## config.mk

```make
export PLATFORM = sky130hd
export DESIGN_NAME = sleep_watchdog
export DESIGN_NICKNAME = d
export VERILOG_FILES = /design/src/rtl/swd_pkg.sv /design/src/rtl/swd_prescaler.sv /design/src/rtl/swd_regs.sv /design/src/rtl/swd_core.sv /design/src/rtl/sleep_watchdog.sv
export SDC_FILE = /design/constraint.sdc
export NUM_CORES = 1
export LEC_CHECK = 0
export BUFFER_PORTS_ARGS = -buffer_cell sky130_fd_sc_hd__buf_4
export CORE_MARGIN = 1.5
export CORE_UTILIZATION = 45
export CTS_CLUSTER_SIZE = 30
export DETAILED_ROUTE_END_ITERATION = 8
export PLACE_DENSITY = 0.81
export RECOVER_POWER = 25
export SYNTH_ARGS = -nofsm -noshare
export SYNTH_HDL_FRONTEND = slang
export SYNTH_SLANG_ARGS = --single-unit
```

## constraint.sdc

```tcl
create_clock -name clk_i -period 1.83 [get_ports clk_i]
set_clock_uncertainty 0.05 [all_clocks]
set_input_delay 0.366 -clock clk_i [delete_from_list [all_inputs] [get_ports clk_i]]
set_output_delay 0.366 -clock clk_i [all_outputs]
set_load 0.02 [all_outputs]
```

## src/rtl/swd_pkg.sv

```systemverilog
package swd_pkg;
  localparam logic [7:0] ADDR_CTRL_DEF = 8'hE0;
  localparam logic [7:0] ADDR_CLR_DEF  = 8'hE3;
  localparam logic [7:0] SLEEP_KEY_DEF = 8'h38;

  typedef struct packed {
    logic       en;
    logic [7:0] addr;
    logic [7:0] data;
  } wr_req_t;
endpackage

```

## src/rtl/swd_prescaler.sv

```systemverilog
module swd_prescaler #(
  parameter int unsigned DIV_BASE = 8,
  parameter int unsigned SEL_W    = 2
) (
  input  logic             clk_i,
  input  logic             rst_ni,
  input  logic [SEL_W-1:0] sel_i,
  input  logic             clr_i,
  output logic             tick_o
);
  localparam int unsigned CNT_W = $clog2(DIV_BASE) + (1 << SEL_W) - 1;

  logic [CNT_W-1:0] cnt_q, limit;

  always_comb limit = CNT_W'((DIV_BASE << sel_i) - 1);

  // >= so a lowered select mid-interval wraps at once
  assign tick_o = (cnt_q >= limit);

  always_ff @(posedge clk_i or negedge rst_ni) begin
    if (!rst_ni)              cnt_q <= '0;
    else if (clr_i || tick_o) cnt_q <= '0;
    else                      cnt_q <= cnt_q + 1'b1;
  end
endmodule

```

## src/rtl/swd_regs.sv

```systemverilog
module swd_regs
  import swd_pkg::*;
#(
  parameter logic [7:0]  ADDR_CTRL = ADDR_CTRL_DEF,
  parameter logic [7:0]  ADDR_CLR  = ADDR_CLR_DEF,
  parameter logic [7:0]  SLEEP_KEY = SLEEP_KEY_DEF,
  parameter int unsigned FLAG_BIT  = 0
) (
  input  logic    clk_i,
  input  logic    rst_ni,
  input  wr_req_t wr_i,
  output logic    flag_o,
  output logic    wd_clr_o,
  output logic    sleep_clr_o
);
  logic ctrl_hit, clr_hit;

  assign ctrl_hit    = wr_i.en && (wr_i.addr == ADDR_CTRL);
  assign clr_hit     = wr_i.en && (wr_i.addr == ADDR_CLR);
  assign wd_clr_o    = clr_hit;
  assign sleep_clr_o = clr_hit && (wr_i.data == SLEEP_KEY);

  // flag can only fall under software control
  always_ff @(posedge clk_i or negedge rst_ni) begin
    if (!rst_ni)                              flag_o <= 1'b1;
    else if (ctrl_hit && !wr_i.data[FLAG_BIT]) flag_o <= 1'b0;
  end
endmodule

```

## src/rtl/swd_core.sv

```systemverilog
module swd_core #(
  parameter int unsigned CNT_W = 2
) (
  input  logic             clk_i,
  input  logic             rst_ni,
  input  logic             en_i,
  input  logic             tick_i,
  input  logic             clr_i,
  output logic [CNT_W-1:0] cnt_o,
  output logic             wdr_o
);
  localparam logic [CNT_W-1:0] TC_VAL = '1;

  logic [CNT_W-1:0] cnt_q;
  logic             tc, wdr_q;

  assign tc    = (cnt_q == TC_VAL);
  assign cnt_o = cnt_q;
  assign wdr_o = wdr_q;

  always_ff @(posedge clk_i or negedge rst_ni) begin
    if (!rst_ni)                       cnt_q <= '0;
    else if (!en_i || clr_i || wdr_q)  cnt_q <= '0;
    else if (tick_i && !tc)            cnt_q <= cnt_q + 1'b1;
  end

  // falling-edge capture; only hard resets clear it, never its own pulse
  always_ff @(negedge clk_i or negedge rst_ni) begin
    if (!rst_ni) wdr_q <= 1'b0;
    else         wdr_q <= tc;
  end
endmodule

```

## src/rtl/sleep_watchdog.sv

```systemverilog
module sleep_watchdog
  import swd_pkg::*;
#(
  parameter int unsigned DIV_BASE  = 8,
  parameter int unsigned SEL_W     = 2,
  parameter int unsigned CNT_W     = 2,
  parameter logic [7:0]  ADDR_CTRL = ADDR_CTRL_DEF,
  parameter logic [7:0]  ADDR_CLR  = ADDR_CLR_DEF,
  parameter logic [7:0]  SLEEP_KEY = SLEEP_KEY_DEF
) (
  input  logic             clk_i,
  input  logic             rst_ni,
  input  logic             xrst_ni,
  input  logic [SEL_W-1:0] sel_i,
  input  logic             wr_en_i,
  input  logic [7:0]       wr_addr_i,
  input  logic [7:0]       wr_data_i,
  output logic             sleep_tick_o,
  output logic             sleep_clr_o,
  output logic             rst_flag_o,
  output logic             wdr_o
);
  logic             hard_rst_n;
  wr_req_t          wr_req;
  logic             wd_clr, ps_clr;
  logic [CNT_W-1:0] wd_cnt;

  assign hard_rst_n = rst_ni & xrst_ni;
  assign wr_req     = '{en: wr_en_i, addr: wr_addr_i, data: wr_data_i};
  assign ps_clr     = sleep_clr_o | wdr_o;

  swd_regs #(
    .ADDR_CTRL(ADDR_CTRL), .ADDR_CLR(ADDR_CLR), .SLEEP_KEY(SLEEP_KEY), .FLAG_BIT(0)
  ) u_regs (
    .clk_i(clk_i), .rst_ni(hard_rst_n), .wr_i(wr_req),
    .flag_o(rst_flag_o), .wd_clr_o(wd_clr), .sleep_clr_o(sleep_clr_o)
  );

  swd_prescaler #(.DIV_BASE(DIV_BASE), .SEL_W(SEL_W)) u_presc (
    .clk_i(clk_i), .rst_ni(hard_rst_n), .sel_i(sel_i),
    .clr_i(ps_clr), .tick_o(sleep_tick_o)
  );

  swd_core #(.CNT_W(CNT_W)) u_core (
    .clk_i(clk_i), .rst_ni(hard_rst_n), .en_i(!rst_flag_o),
    .tick_i(sleep_tick_o), .clr_i(wd_clr), .cnt_o(wd_cnt), .wdr_o(wdr_o)
  );
endmodule

```

==> impl.org <==
** Worst setup path
- Critical path fanouts, max :: 2
- STA puts the critical path data required time at 1.41 ns.
- Cell breakdown of the critical path :: buf_6
- Critical path data arrival time :: 1.74 ns
- Worst setup path startpoint :: u_core.wdr_o
- STA classifies the critical path startpoint as a register.
- Kind of end point of the critical path :: output port
- By startpoint and endpoint, the worst setup path is classified as register to output port.
- Critical-path top delay cell :: sky130_fd_sc_hd__dfrtn_1
- Delay of the slowest cell on the worst path :: 0.42 ns
- The number of buffers and inverters on the critical path is 1.
- Launching point of the worst reg2reg path :: u_core.wdr_o
- Cell family with most CP delay :: flip-flops

** Timing
- The max-slew violation count came to 0.
- Setup repair after global routing could not meet its margin everywhere.
- In this run the tightest slew margin relative to its limit is 0.6745.
- Post-layout worst setup margin :: -0.3217 ns
- For the pin with the worst max-slew slack, the measured transition is 0.4882 ns.
- For the final routed database, the setup TNS stands at -2.055 ns.
- Final count of hold timing violations :: 0
- On the final layout, the worst hold slack is 0.2499 ns.
- Setup-failing EPs final :: 10

** Logic synthesis
- Average size of a mapped cell :: 10.26 sq um
- Synthesis inferred 10 register bits.
- In the post-synthesis netlist, the biggest area contributors are sky130_fd_sc_hd__dfrtp_1 33%, sky130_fd_sc_hd__ha_1 10%, sky130_fd_sc_hd__nor2_1 7.4%.
- Of all cell types, the one taking the most synthesized area is sky130_fd_sc_hd__dfrtp_1.
- Post-synthesis async set-or-reset flop share :: 1.000
- Synth Cell Area :: 605.6 sq um
- Post-synth EDFFs :: 0
- The share of synthesized area in the top cell type comes to 0.3306.
- Number of distinct library cells after synthesis :: 26
- Primary flip-flop cell chosen by synthesis mapping :: sky130_fd_sc_hd__dfrtp_1
- Ranked by instance count, the synthesized netlist is headed by 12 x sky130_fd_sc_hd__nor2_1, 8 x sky130_fd_sc_hd__dfrtp_1, 5 x sky130_fd_sc_hd__ha_1, 5 x sky130_fd_sc_hd__inv_1, 4 x sky130_fd_sc_hd__nand3_1.
- Most frequent cell after synthesis :: sky130_fd_sc_hd__nor2_1
- After technology mapping, the gate count stands at 59.
- The number of nets in the synthesized netlist is 86.
- The share of the Yosys chip area taken by registers is 0.4153.
- During synthesis, Yosys emitted a total of 0 warnings.

** CTS
- TritonCTS clock tree :: done
- Buffers inserted to repair hold after CTS numbered 0.
- CTS built an H-tree with a depth of 1.
- The clock reaches the later pin of the worst-skew pair after 0.27 ns.
- Reg clk slew, reported paths :: 0.07 ns
- Buffer cell driving the clock tree root :: sky130_fd_sc_hd__clkbuf_4
- TritonCTS created 3 clock buffers.
- The tree built by TritonCTS fans out to 10 sinks.
- Counting along the longest clock path gives a buffer depth of 2.

** Global route
- Antenna violations before repair :: 0
- First-pass GRT wire length :: 2187 um
- For met3 alone, demand over resource in global routing was 0.05114.
- For met1 alone, demand over resource in global routing was 0.2671.
- Largest net degree at the start of global routing :: 10
- Vias in the first global route :: 475
- GR met2 Demand/Resource :: 0.3566
- Aggregate global routing overflow :: 0
- For this run, the total global-route usage over all layers was measured as 0.2257.
- Global route hottest layer :: met2

** Route
- Aggregate routed wire length :: 1432 um
- In the final routed layout, each cell accounts on average for 12.79 um.
- Via total after detailed routing :: 560
- The first detailed-routing pass took 2 iterations.
- Post-DRT Antenna Nets :: 0
- The detailed router finished its first iteration with 8 violations.
- In the routed design, unresolved DRC markers number 0.
- Dividing the detail-routed via count by the number of cells gives 5.000.

** Floorplanning
- Core region area :: 1285 sq um
- Pin placement for this block handled 26 I/O pins.
- In this run the horizontal extent of the chip is 39.69 um.
- Effective utilization at floorplan :: 0.4713
- In this run the core area contains 13 standard-cell rows.
- Area enclosed by the die boundary :: 1575 sq um
- The die is 39.69 um tall.

** Cells and area
- At the end of the flow, the number of nets in the layout was 125.
- In the final layout, the share of cells above drive strength 1 is 0.5258.
- Area growth syn-to-layout :: 53.93%
- Area of the multi-input gates :: 351.6 sq um
- Counting the fill cells in the layout gives 102.
- Registers take 251.5 sq um.
- Number of inserted diodes :: 0

** Power and ir drop
- The design draws 1.017 mW.
- IR analysis of the VDD net gives a maximum drop of 0.6523 mV.
- Dividing total power by cell area gives a power density of 1091 nW/um^2.
- In this run the static leakage power is 0.4591 nW.

** Status
- The final reports fail on setup timing.
- Status :: complete, but fails checks

** Placed design
- HPWL Detailed :: 1093 um
- Before CTS, the worst setup slack after placement is -0.05222 ns.
- Number of buffer cells added on primary ports :: 25
- Routability cong. :: 0.6921

** Hold path
- The min-delay analysis places its worst path in the category primary input to async pin.

** Run
- Across the run, the number of max-cap violations was 0.
==> cell type report <==
cell class,count,area share
multi-input cells,44,0.3772
repair buffers,34,0.2819
flip-flops and latches,10,0.2698
clock buffers,4,0.02819
inverters,5,0.02282
well taps,15,0.02013
==> where the power goes <==
| group | internal, mW | leakage [nW] | switching [mW] |
|---|---|---|---|
| Clock | 0.0842 | 0.0150 | 0.0753 |
| Sequential | 0.301 | 0.128 | 0.0558 |
| Combinational | 0.269 | 0.316 | 0.232 |
==> what timing repair did <==
item                                    4_1_cts  5_1_grt
hold endpoints to repair                      0        0
setup buffers                                 4        1
endpoints found under the setup margin        9       10
resized for setup                             8        3
pin swaps                                     6        4
==> flip-flops by register name, indices dropped and copies added, names as in the netlist <==
name	flops
u_presc.cnt_q	6
u_core.cnt_o	2
u_core.wdr_o	1
u_regs.flag_o	1
==> cell families after synthesis <==
family / Yosys count / share of synthesized area
simple gates: 27 / 0.2500
flops: 10 / 0.4153
compound gates: 6 / 0.1116
xor+xnor: 5 / 0.07233
buf+inv: 5 / 0.03100
fa+ha+maj: 5 / 0.1033
mux: 1 / 0.01653
==> placed cells by master, fill, tap and decap left out, types with 2 or more instances in the layout <==
master,count
sky130_fd_sc_hd__xnor2_1,3
sky130_fd_sc_hd__inv_1,3
sky130_fd_sc_hd__nand3_1,4
sky130_fd_sc_hd__clkbuf_4,4
sky130_fd_sc_hd__buf_6,3
sky130_fd_sc_hd__dfrtp_1,8
sky130_fd_sc_hd__nand2_1,2
sky130_fd_sc_hd__xor2_1,2
sky130_fd_sc_hd__ha_1,4
sky130_fd_sc_hd__clkbuf_1,2
sky130_fd_sc_hd__nor2_1,10
sky130_fd_sc_hd__buf_4,29
sky130_fd_sc_hd__nor2_2,2
==> metal layers <==
layer | part of all wire | routed length, um
met3 | 0.025 | 36
met4 | 0.024 | 34
met1 | 0.43 | 617
met2 | 0.52 | 744
met5 | 0 | 0
==> stage by stage <==
stage          utilization  cell area, sq um  cells
5_1_grt             0.7254             932.1    112
4_1_cts             0.7167             920.9    111
6_report            0.7254             932.1    112
3_3_place_gp        0.6553             842.1    103
3_5_place_dp        0.6553             842.1    103
2_1_floorplan            -             605.6     59
==> worst paths after layout <==
path                                    end  slack [ns]  cells past startpoint
min in group clk_i            u_regs.flag_o        0.35                      3
max                                   wdr_o       -0.32                      1
min                        u_presc.cnt_q[2]        0.25                      3
max reg2reg                 u_core.cnt_o[1]       -0.28                      5
max in group asynchronous      u_core.wdr_o        0.79                      2
min reg2reg                u_presc.cnt_q[0]        0.41                      1
Note: power is estimated with default switching activity, not from simulation.
